<file path="src/rtl/wdt_keyed_pkg.sv">
package wdt_keyed_pkg;
  localparam int unsigned ADDR_W = 8;

  localparam logic [ADDR_W-1:0] OFS_SCTL = 8'h10;
  localparam logic [ADDR_W-1:0] OFS_STAT = 8'h14;
  localparam logic [ADDR_W-1:0] OFS_CNT  = 8'h28;
  localparam logic [ADDR_W-1:0] OFS_LOAD = 8'h2C;
  localparam logic [ADDR_W-1:0] OFS_PEND = 8'h34;
  localparam logic [ADDR_W-1:0] OFS_KEY  = 8'h48;

  localparam int unsigned SRST_BIT = 1;
  localparam int unsigned DONE_BIT = 0;
  localparam int unsigned PEND_BIT = 4;

  localparam logic [15:0] KEY_A = 16'hAAAA;
  localparam logic [15:0] KEY_B = 16'h5555;

  typedef enum logic {KS_IDLE, KS_HALF} key_st_e;
endpackage

</file>
<file path="src/rtl/wdt_post.sv">
module wdt_post #(
  parameter int unsigned DATA_W   = 32,
  parameter int unsigned POST_CYC = 4
) (
  input  logic              clk_i,
  input  logic              rst_ni,
  input  logic              flush_i,
  input  logic              we_i,
  input  logic [DATA_W-1:0] wdata_i,
  output logic              pend_o,
  output logic              apply_o,
  output logic [DATA_W-1:0] val_o
);
  localparam int unsigned PW = $clog2(POST_CYC + 1);

  logic [PW-1:0]     cnt_q;
  logic [DATA_W-1:0] val_q;

  always_ff @(posedge clk_i or negedge rst_ni) begin
    if (!rst_ni) begin
      cnt_q <= '0;
      val_q <= '0;
    end else if (flush_i) begin
      cnt_q <= '0;
    end else if (we_i && cnt_q == '0) begin
      cnt_q <= PW'(POST_CYC);
      val_q <= wdata_i;
    end else if (cnt_q != '0) begin
      cnt_q <= cnt_q - 1'b1;
    end
  end

  assign pend_o  = (cnt_q != '0);
  assign apply_o = (cnt_q == PW'(1)) && !flush_i;
  assign val_o   = val_q;

  // a write arriving mid-post must not disturb the word in flight
  p_post_stable_r5: assert property (@(posedge clk_i) disable iff (!rst_ni)
    (pend_o && !flush_i) |=> $stable(val_q));
endmodule

</file>
<file path="src/rtl/wdt_key_fsm.sv">
module wdt_key_fsm import wdt_keyed_pkg::*; #(
  parameter int unsigned DATA_W = 32
) (
  input  logic              clk_i,
  input  logic              rst_ni,
  input  logic              clr_i,
  input  logic              apply_i,
  input  logic [DATA_W-1:0] val_i,
  output key_st_e           st_o,
  output logic              stop_o
);
  key_st_e st_q;

  always_ff @(posedge clk_i or negedge rst_ni) begin
    if (!rst_ni)                            st_q <= KS_IDLE;
    else if (clr_i)                         st_q <= KS_IDLE;
    else if (apply_i && val_i == DATA_W'(KEY_A)) st_q <= KS_HALF;
    else if (apply_i)                       st_q <= KS_IDLE;
  end

  assign st_o   = st_q;
  assign stop_o = apply_i && !clr_i && st_q == KS_HALF && val_i == DATA_W'(KEY_B);
endmodule

</file>
<file path="src/rtl/wdt_count.sv">
module wdt_count #(
  parameter int unsigned CNT_W    = 16,
  parameter int unsigned LOAD_RST = 'hFFFF
) (
  input  logic             clk_i,
  input  logic             rst_ni,
  input  logic             restart_i,
  input  logic             hold_i,
  input  logic             stop_i,
  input  logic [CNT_W-1:0] load_i,
  output logic [CNT_W-1:0] cnt_o,
  output logic             en_o,
  output logic             expire_o
);
  logic [CNT_W-1:0] cnt_q;
  logic             en_q, exp_q;

  always_ff @(posedge clk_i or negedge rst_ni) begin
    if (!rst_ni) begin
      cnt_q <= CNT_W'(LOAD_RST);
      en_q  <= 1'b1;
      exp_q <= 1'b0;
    end else begin
      exp_q <= 1'b0;
      if (restart_i) begin
        cnt_q <= load_i;
        en_q  <= 1'b1;
      end else if (stop_i) begin
        en_q <= 1'b0;
      end else if (en_q && !hold_i) begin
        if (cnt_q == '0) begin
          exp_q <= 1'b1;
          cnt_q <= load_i;
        end else begin
          cnt_q <= cnt_q - 1'b1;
        end
      end
    end
  end

  assign cnt_o    = cnt_q;
  assign en_o     = en_q;
  assign expire_o = exp_q;

  p_hold_off_r3: assert property (@(posedge clk_i) disable iff (!rst_ni)
    (!en_q && !restart_i) |=> ($stable(cnt_q) && !exp_q));

  p_expire_reload_r2: assert property (@(posedge clk_i) disable iff (!rst_ni)
    exp_q |-> (cnt_q == $past(load_i)));
endmodule

</file>
<file path="src/rtl/wdt_keyed.sv">
module wdt_keyed import wdt_keyed_pkg::*; #(
  parameter int unsigned DATA_W   = 32,
  parameter int unsigned CNT_W    = 16,
  parameter int unsigned LOAD_RST = 'hFFFF,
  parameter int unsigned POST_CYC = 4,
  parameter int unsigned SRST_CYC = 8
) (
  input  logic              clk_i,
  input  logic              rst_ni,
  input  logic              wr_en_i,
  input  logic              rd_en_i,
  input  logic [ADDR_W-1:0] addr_i,
  input  logic [DATA_W-1:0] wdata_i,
  output logic [DATA_W-1:0] rdata_o,
  output logic              expire_o
);
  localparam int unsigned SW = $clog2(SRST_CYC + 1);

  logic [SW-1:0]     srst_q;
  logic [CNT_W-1:0]  load_q, cnt;
  logic [DATA_W-1:0] post_val;
  logic              busy, restart, key_we, srst_we, load_we;
  logic              pend, apply, stop, en;
  key_st_e           key_st;

  assign busy    = (srst_q != '0);
  assign restart = (srst_q == SW'(1));
  assign key_we  = wr_en_i && addr_i == OFS_KEY && !busy;
  assign srst_we = wr_en_i && addr_i == OFS_SCTL && wdata_i[SRST_BIT] && !busy;
  assign load_we = wr_en_i && addr_i == OFS_LOAD;

  always_ff @(posedge clk_i or negedge rst_ni) begin
    if (!rst_ni)          srst_q <= '0;
    else if (srst_we)     srst_q <= SW'(SRST_CYC);
    else if (busy)        srst_q <= srst_q - 1'b1;
  end

  always_ff @(posedge clk_i or negedge rst_ni) begin
    if (!rst_ni)      load_q <= CNT_W'(LOAD_RST);
    else if (load_we) load_q <= wdata_i[CNT_W-1:0];
  end

  wdt_post #(.DATA_W(DATA_W), .POST_CYC(POST_CYC)) u_post (
    .clk_i, .rst_ni, .flush_i(busy), .we_i(key_we), .wdata_i,
    .pend_o(pend), .apply_o(apply), .val_o(post_val)
  );

  wdt_key_fsm #(.DATA_W(DATA_W)) u_fsm (
    .clk_i, .rst_ni, .clr_i(busy), .apply_i(apply), .val_i(post_val),
    .st_o(key_st), .stop_o(stop)
  );

  wdt_count #(.CNT_W(CNT_W), .LOAD_RST(LOAD_RST)) u_cnt (
    .clk_i, .rst_ni, .restart_i(restart), .hold_i(busy), .stop_i(stop),
    .load_i(load_q), .cnt_o(cnt), .en_o(en), .expire_o
  );

  always_comb begin
    rdata_o = '0;
    if (rd_en_i) begin
      case (addr_i)
        OFS_STAT: rdata_o[DONE_BIT] = !busy;
        OFS_PEND: rdata_o[PEND_BIT] = pend;
        OFS_CNT:  rdata_o = DATA_W'(cnt);
        OFS_LOAD: rdata_o = DATA_W'(load_q);
        default:  rdata_o = '0;
      endcase
    end
  end

  // the timer may only go quiet on the second key of an ordered pair
  p_stop_order_r3: assert property (@(posedge clk_i) disable iff (!rst_ni)
    $fell(en) |-> ($past(key_st) == KS_HALF && $past(apply)));

  p_rearm_done_r7: assert property (@(posedge clk_i) disable iff (!rst_ni)
    ($fell(busy) && $stable(load_q)) |-> (en && cnt == load_q && key_st == KS_IDLE));
endmodule

</file>
<file path="config.mk">
export PLATFORM = sky130hd
export DESIGN_NAME = wdt_keyed
export DESIGN_NICKNAME = d
export VERILOG_FILES = /design/src/rtl/wdt_keyed_pkg.sv /design/src/rtl/wdt_post.sv /design/src/rtl/wdt_key_fsm.sv /design/src/rtl/wdt_count.sv /design/src/rtl/wdt_keyed.sv
export SDC_FILE = /design/constraint.sdc
export NUM_CORES = 1
export LEC_CHECK = 0
export ABC_AREA = 1
export CAP_MARGIN = 20
export CORE_MARGIN = 5
export CORE_UTILIZATION = 50
export DETAILED_ROUTE_END_ITERATION = 10
export PLACE_DENSITY = 0.87
export SYNTH_ARGS = -nofsm -noshare
export SYNTH_HDL_FRONTEND = slang
export SYNTH_SLANG_ARGS = --single-unit
export TNS_END_PERCENT = 30
</file>
<file path="constraint.sdc">
create_clock -name clk_i -period 2 [get_ports clk_i]
set_clock_uncertainty 0.15 [all_clocks]
set_input_delay 0.4 -clock clk_i [delete_from_list [all_inputs] [get_ports clk_i]]
set_output_delay 0.4 -clock clk_i [all_outputs]
set_load 0.01 [all_outputs]
</file>
# Word-level counts from Yosys, hierarchy flattened

Cells that the tools add are included.

Add/subtract/negate cells: 3
Equality and inequality tests: 11
Multiplexer cells: 23
Bitwise logic cells: 1
Reduce and logical (&&, ||, !) cells: 25

Operators by type and width:

| cell                    | number |
|---|---|
| $mux W16                | 5 |
| $eq A32 B15 Y1 const B  | 1 |
| $eq A32 B16 Y1 const B  | 1 |
| $eq A8 B6 Y1 const B    | 3 |
| $pmux W11 S2            | 1 |
| $eq A8 B5 Y1 const B    | 2 |
| $logic_not A16 Y1       | 1 |
| $sub A16 B1 Y16 const B | 1 |
| $logic_and A1 B1 Y1     | 13 |
| $mux W1                 | 9 |
| $mux W3                 | 3 |
| $reduce_bool A3 Y1      | 3 |
| $eq A8 B7 Y1 const B    | 1 |
| $mux W4                 | 2 |
| $pmux W1 S3             | 2 |
| $pmux W3 S2             | 1 |
| $reduce_bool A2 Y1      | 3 |
| $eq A4 B1 Y1 const B    | 1 |
| $reduce_and A2 Y1       | 2 |
| $reduce_bool A4 Y1      | 1 |
| $sub A4 B1 Y4 const B   | 1 |
| $eq A3 B1 Y1 const B    | 1 |
| $logic_not A3 Y1        | 1 |
| $sub A3 B1 Y3 const B   | 1 |
| other kinds (3)         | 3 |

Register bits: 74
Input bits: 44

# Logic depth before layout (Yosys ltp)

Gate-level depths: netlist of run 1.

Depth after elaboration: 8
Mapped depth: 12
Gate-level depth less buffers: 12

# Hierarchy

Synthesis of run 1 repeated with hierarchy kept, for this count alone.

Cells, all modules: 645
Area total of the unflattened synthesis: 4619.4 um^2

By module, submodules not included:

| module      | instances | cells an instance | area an instance (um^2) |
|---|---|---|---|
| wdt_keyed   | 1         | 202               | 1540.2 |
| wdt_post    | 1         | 168               | 1443.9 |
| wdt_count   | 1         | 214               | 1368.8 |
| wdt_key_fsm | 1         | 61                | 266.5 |

# Worst setup path before layout of run 1

OpenSTA, ideal clock, no wires.

Path kind: input -> output
From: in addr_i[7]
To: out rdata_o[10]
Data arrival time: 1.423 ns
Required time: 1.450 ns
Path slack: 0.027 ns
Stages: 9
Path through: nor2_1 nand2_1 nor2_1 nand3_1 nor2_1 buf_4 buf_4 nand2_1 a21oi_1

Cells in the longest elaborated chain, start to end: 3
Elaborated cells on any way between the ends: 4
Classes of those cells: eq/ne: 2; mux: 2

Ends and longest elaborated chain:

| what               | RTL line        | source |
|---|---|---|
| start: declaration | wdt_keyed.sv:12 | `input logic [ADDR_W-1:0] addr_i,` |
| $eq A8 B6 Y1       | wdt_keyed.sv:61 | `case (addr_i)` |
| $pmux W11 S2 (*)   | wdt_keyed.sv:61 |  |
| $mux W16 (*)       | wdt_keyed.sv:60 | `if (rd_en_i) begin` |
| end: declaration   | wdt_keyed.sv:14 | `output logic [DATA_W-1:0] rdata_o,` |

Mark *: on every way between the ends. The rest lies on a longest branch, timed or not.

# Worst setup path after layout of run 1

From: in addr_i[7]
To: out rdata_o[13]

Same word-level chain as after synthesis.

==> results.py, run 1 <==
metrics = {
    "cells_and_area": {
        "syn_to_final_growth_pct": 31.9,
        "antenna_cells": 0,
        "multi_input_area_mm2": 0.00225,
        "layout.cells.non_filler": 827,
        "fillCellCount": 652,
        "final_cell_mix": "nand2_1, nor2_1, inv_1, buf_4, dfrtp_1",
        "final_nets": 766,
        "seqCellArea_mm2": 0.00189,
        "drive_above_1_share_pct": 24.2,
        "fin_area_mm2": 0.00581,
        "final_common_cell": "nand2_1",
    },
    "routing": {
        "vias": 4448,
        "wl_per_cell_um": 15.1,
        "viasPerCell": 5.38,
        "drt_iter0_markers": 318,
        "antenna_left": 0,
        "drc": 0,
        "routed_wirelength_um": 12500,
        "firstDrtPassIters": 5,
    },
    "place": {
        "pre_cts_slack_ps": -959,
        "globalplace.congestion": 1.00,
        "place_area_mm2": 0.00539,
        "place_inst": 801,
        "numPortBuffers": 60,
        "dp_hpwl_um": 8580,
    },
    "min_path": {
        "holdPathStages": 2,
        "holdPathEnd": "u_cnt.en_o$_DFFE_PN1P_",
        "hp-start": "u_cnt.en_o$_DFFE_PN1P_",
        "min_path_type": "register to register",
    },
    "sta": {
        "slew_violations": 0,
        "fin_crit_sh_pct": 114,
        "setup_ws_ps": -288,
        "fmax_mhz": 437,
        "setup_viol": 18,
        "setup_tns_ps": -3730,
        "fin_crit_ps": 2290,
        "rsz0062_at_grt": "true",
        "whs_ps": 335,
        "hold_violations": 0,
    },
    "floorplan": {
        "start_util_pct": 51.0,
        "rows": 34,
        "core-area_mm2": 0.00864,
        "die-height_um": 104,
        "die_x_um": 104,
        "pin_count": 77,
        "dieArea_mm2": 0.0108,
    },
    "synth": {
        "synth-seq-area-share_pct": 42.9,
        "syn_inst": 609,
        "avgSynthCellArea_um2": 7.24,
        "synth_area_mm2": 0.00441,
        "synth.distinct_cells": 34,
        "yosys_warnings": 0,
        "synth_seq_cells": 74,
    },
    "critical_path": {
        "r2r_end": "u_cnt.cnt_o[6]$_DFFE_PN1P_",
        "path_max_fanout": 5,
        "rr_worst_depth": 12,
        "reg2reg_from": "u_cnt.cnt_o[0]$_DFFE_PN1P_",
        "ff2ff_setup_slack_ps": 60,
        "cp_data_arrival_time_ps": 1740,
        "crit_type": "input port to output pin",
        "critical_path_required_ps": 1450,
        "setup.worst_path.start_class": "input port",
        "cp-end-kind": "output pin",
    },
    "global_route": {
        "grt_pass1_vias": 4300,
        "grt_usage_pct": 22.5,
        "grt_max_degree": 42,
        "grt_pass1_wl_um": 20200,
        "grt_overflow": 0,
        "antenna_found_initial": 0,
    },
    "clock_tree": {
        "worstSkewPairLatency_ps": 360,
        "ctsHtreeMaxLevel": 3,
        "clock_sinks": 74,
        "clockBufferDepth": 2,
        "cts.reportedPaths.clkPinSlew_ps": 80,
        "cts_tree": "done",
        "cts_buffers": 9,
        "cts_root_buffer": "clkbuf_8",
    },
    "power": {
        "power.density_mw_per_mm2": 979,
        "p_leak_nw": 2.88,
        "peakVddDrop_mv": 0.465,
    },
    "run_status": {
        "failed_checks": "negative setup slack",
        "status": "finished, violations left",
    },
    "job": {
        "max_cap_viol_count": 0,
    },
}
## where the power goes
part	leakage (nW)	internal (mW)	switching (mW)
clock	0.0962	0.617	0.602
combinational	1.98	0.961	1.42
sequential	0.808	1.82	0.268
total	2.88	3.40	2.29
## logic make-up after synthesis
kind of cell / synth area share (%)
adder cells (fa/ha/maj): 2.27
buffers and inverters: 11.2
XOR/XNOR: 0.994
AO/OA/AOI/OAI: 9.23
flip-flops: 42.9
other: 0.0851
AND/OR/NAND/NOR: 33.3
## flip-flops by register name, summed over array words and instances, names as in the netlist
signal          cells
load_q             16
u_fsm.st_o          1
u_cnt.expire_o      1
u_post.cnt_q        3
u_post.val_o       32
u_cnt.en_o          1
srst_q              4
u_cnt.cnt_o        16
## area by class of cell
cell class	count	share of cell area, %
multi-input cells	447	38.7
flip-flops and latches	74	32.6
repair buffers	115	18.5
inverters	67	4.39
clock buffers	11	2.43
well taps	108	2.32
clock inverters	5	1.08
## worst max-delay path: stages
cell,delay [ps]
buf_8,100
nor2_4,110
nand2_2,80
nor2_2,110
nand3_2,140
nor2_4,170
buf_6,150
buf_8,130
nand2_1,60
a21oi_2,120
buf_2,150
## metal layers
metal	track usage [%]	up-vias	share of wire (%)
met5	0	-	0
met4	7.31	0	3.3
met3	5.15	35	7.1
met2	38.3	198	50
met1	28.1	2112	40
li1	-	2103	-
## repair_timing
item                                    4_1_cts  5_1_grt
setup buffers                                 6        3
hold buffers                                  1        0
gates resized for setup                     101       39
endpoints found under the hold margin         5        0
pin swaps                                    10       15
cloned                                        1        0
endpoints found under the setup margin       16       36
## stage by stage
step,power [mW],utilization [%]
final,5.69,67.3
after global routing,6.08,67.3
after CTS,5.57,65.5
after detailed placement,4.34,62.4
after global placement,4.25,62.4
after floorplan,3.58,-
## how the worst max path moves through the flow
| stage | start | endpoint |
|---|---|---|
| 6_report | addr_i[7] | rdata_o[13] |
| 5_1_grt | addr_i[7] | rdata_o[14] |
| 4_1_cts | addr_i[6] | rdata_o[15] |
| 3_5_place_dp | addr_i[7] | rdata_o[15] |
| 3_3_place_gp | addr_i[7] | rdata_o[15] |
| 2_1_floorplan | addr_i[7] | rdata_o[10] |
## cells in the mapped netlist
cell type,n,area [um2]
inv_1,66,248
o21ai_1,12,60.1
buf_6,3,33.8
conb_1,1,3.75
buf_4,21,158
a21oi_1,38,190
nand2_2,3,18.8
o21ai_0,24,120
ha_1,8,100
o22ai_1,1,6.26
buf_2,4,20.0
xnor2_1,2,17.5
clkbuf_1,8,30.0
nand2_4,3,33.8
nand2_1,188,706
a21o_1,1,7.51
nor2_2,5,31.3
nand4_2,1,12.5
xor2_1,3,26.3
nand4_1,7,43.8
nand3b_1,3,22.5
nor3_1,6,30.0
nor4_1,3,18.8
nand3_1,42,210
nor4_2,1,12.5
dfrtp_1,41,1030
o31ai_1,2,15.0
inv_2,1,3.75
nor2_4,3,33.8
o21a_1,1,7.51
nor2_1,72,270
and3_1,1,6.26
dfstp_2,33,867
nand3_4,1,17.5
(Power assumes the default switching activity.)
==> inputs of run 2 (changes only) <==
Settings changed: CAP_MARGIN 20 to unset, HOLD_SLACK_MARGIN set to 0.05.
==> results of run 2 <==
No change in the layout: final DEF, timing and power equal those of run 1.
==> inputs of run 3 (changes only) <==
Settings changed: CAP_MARGIN set to 0.
==> results of run 3 <==
No change in the layout: final DEF, timing and power equal those of run 1.
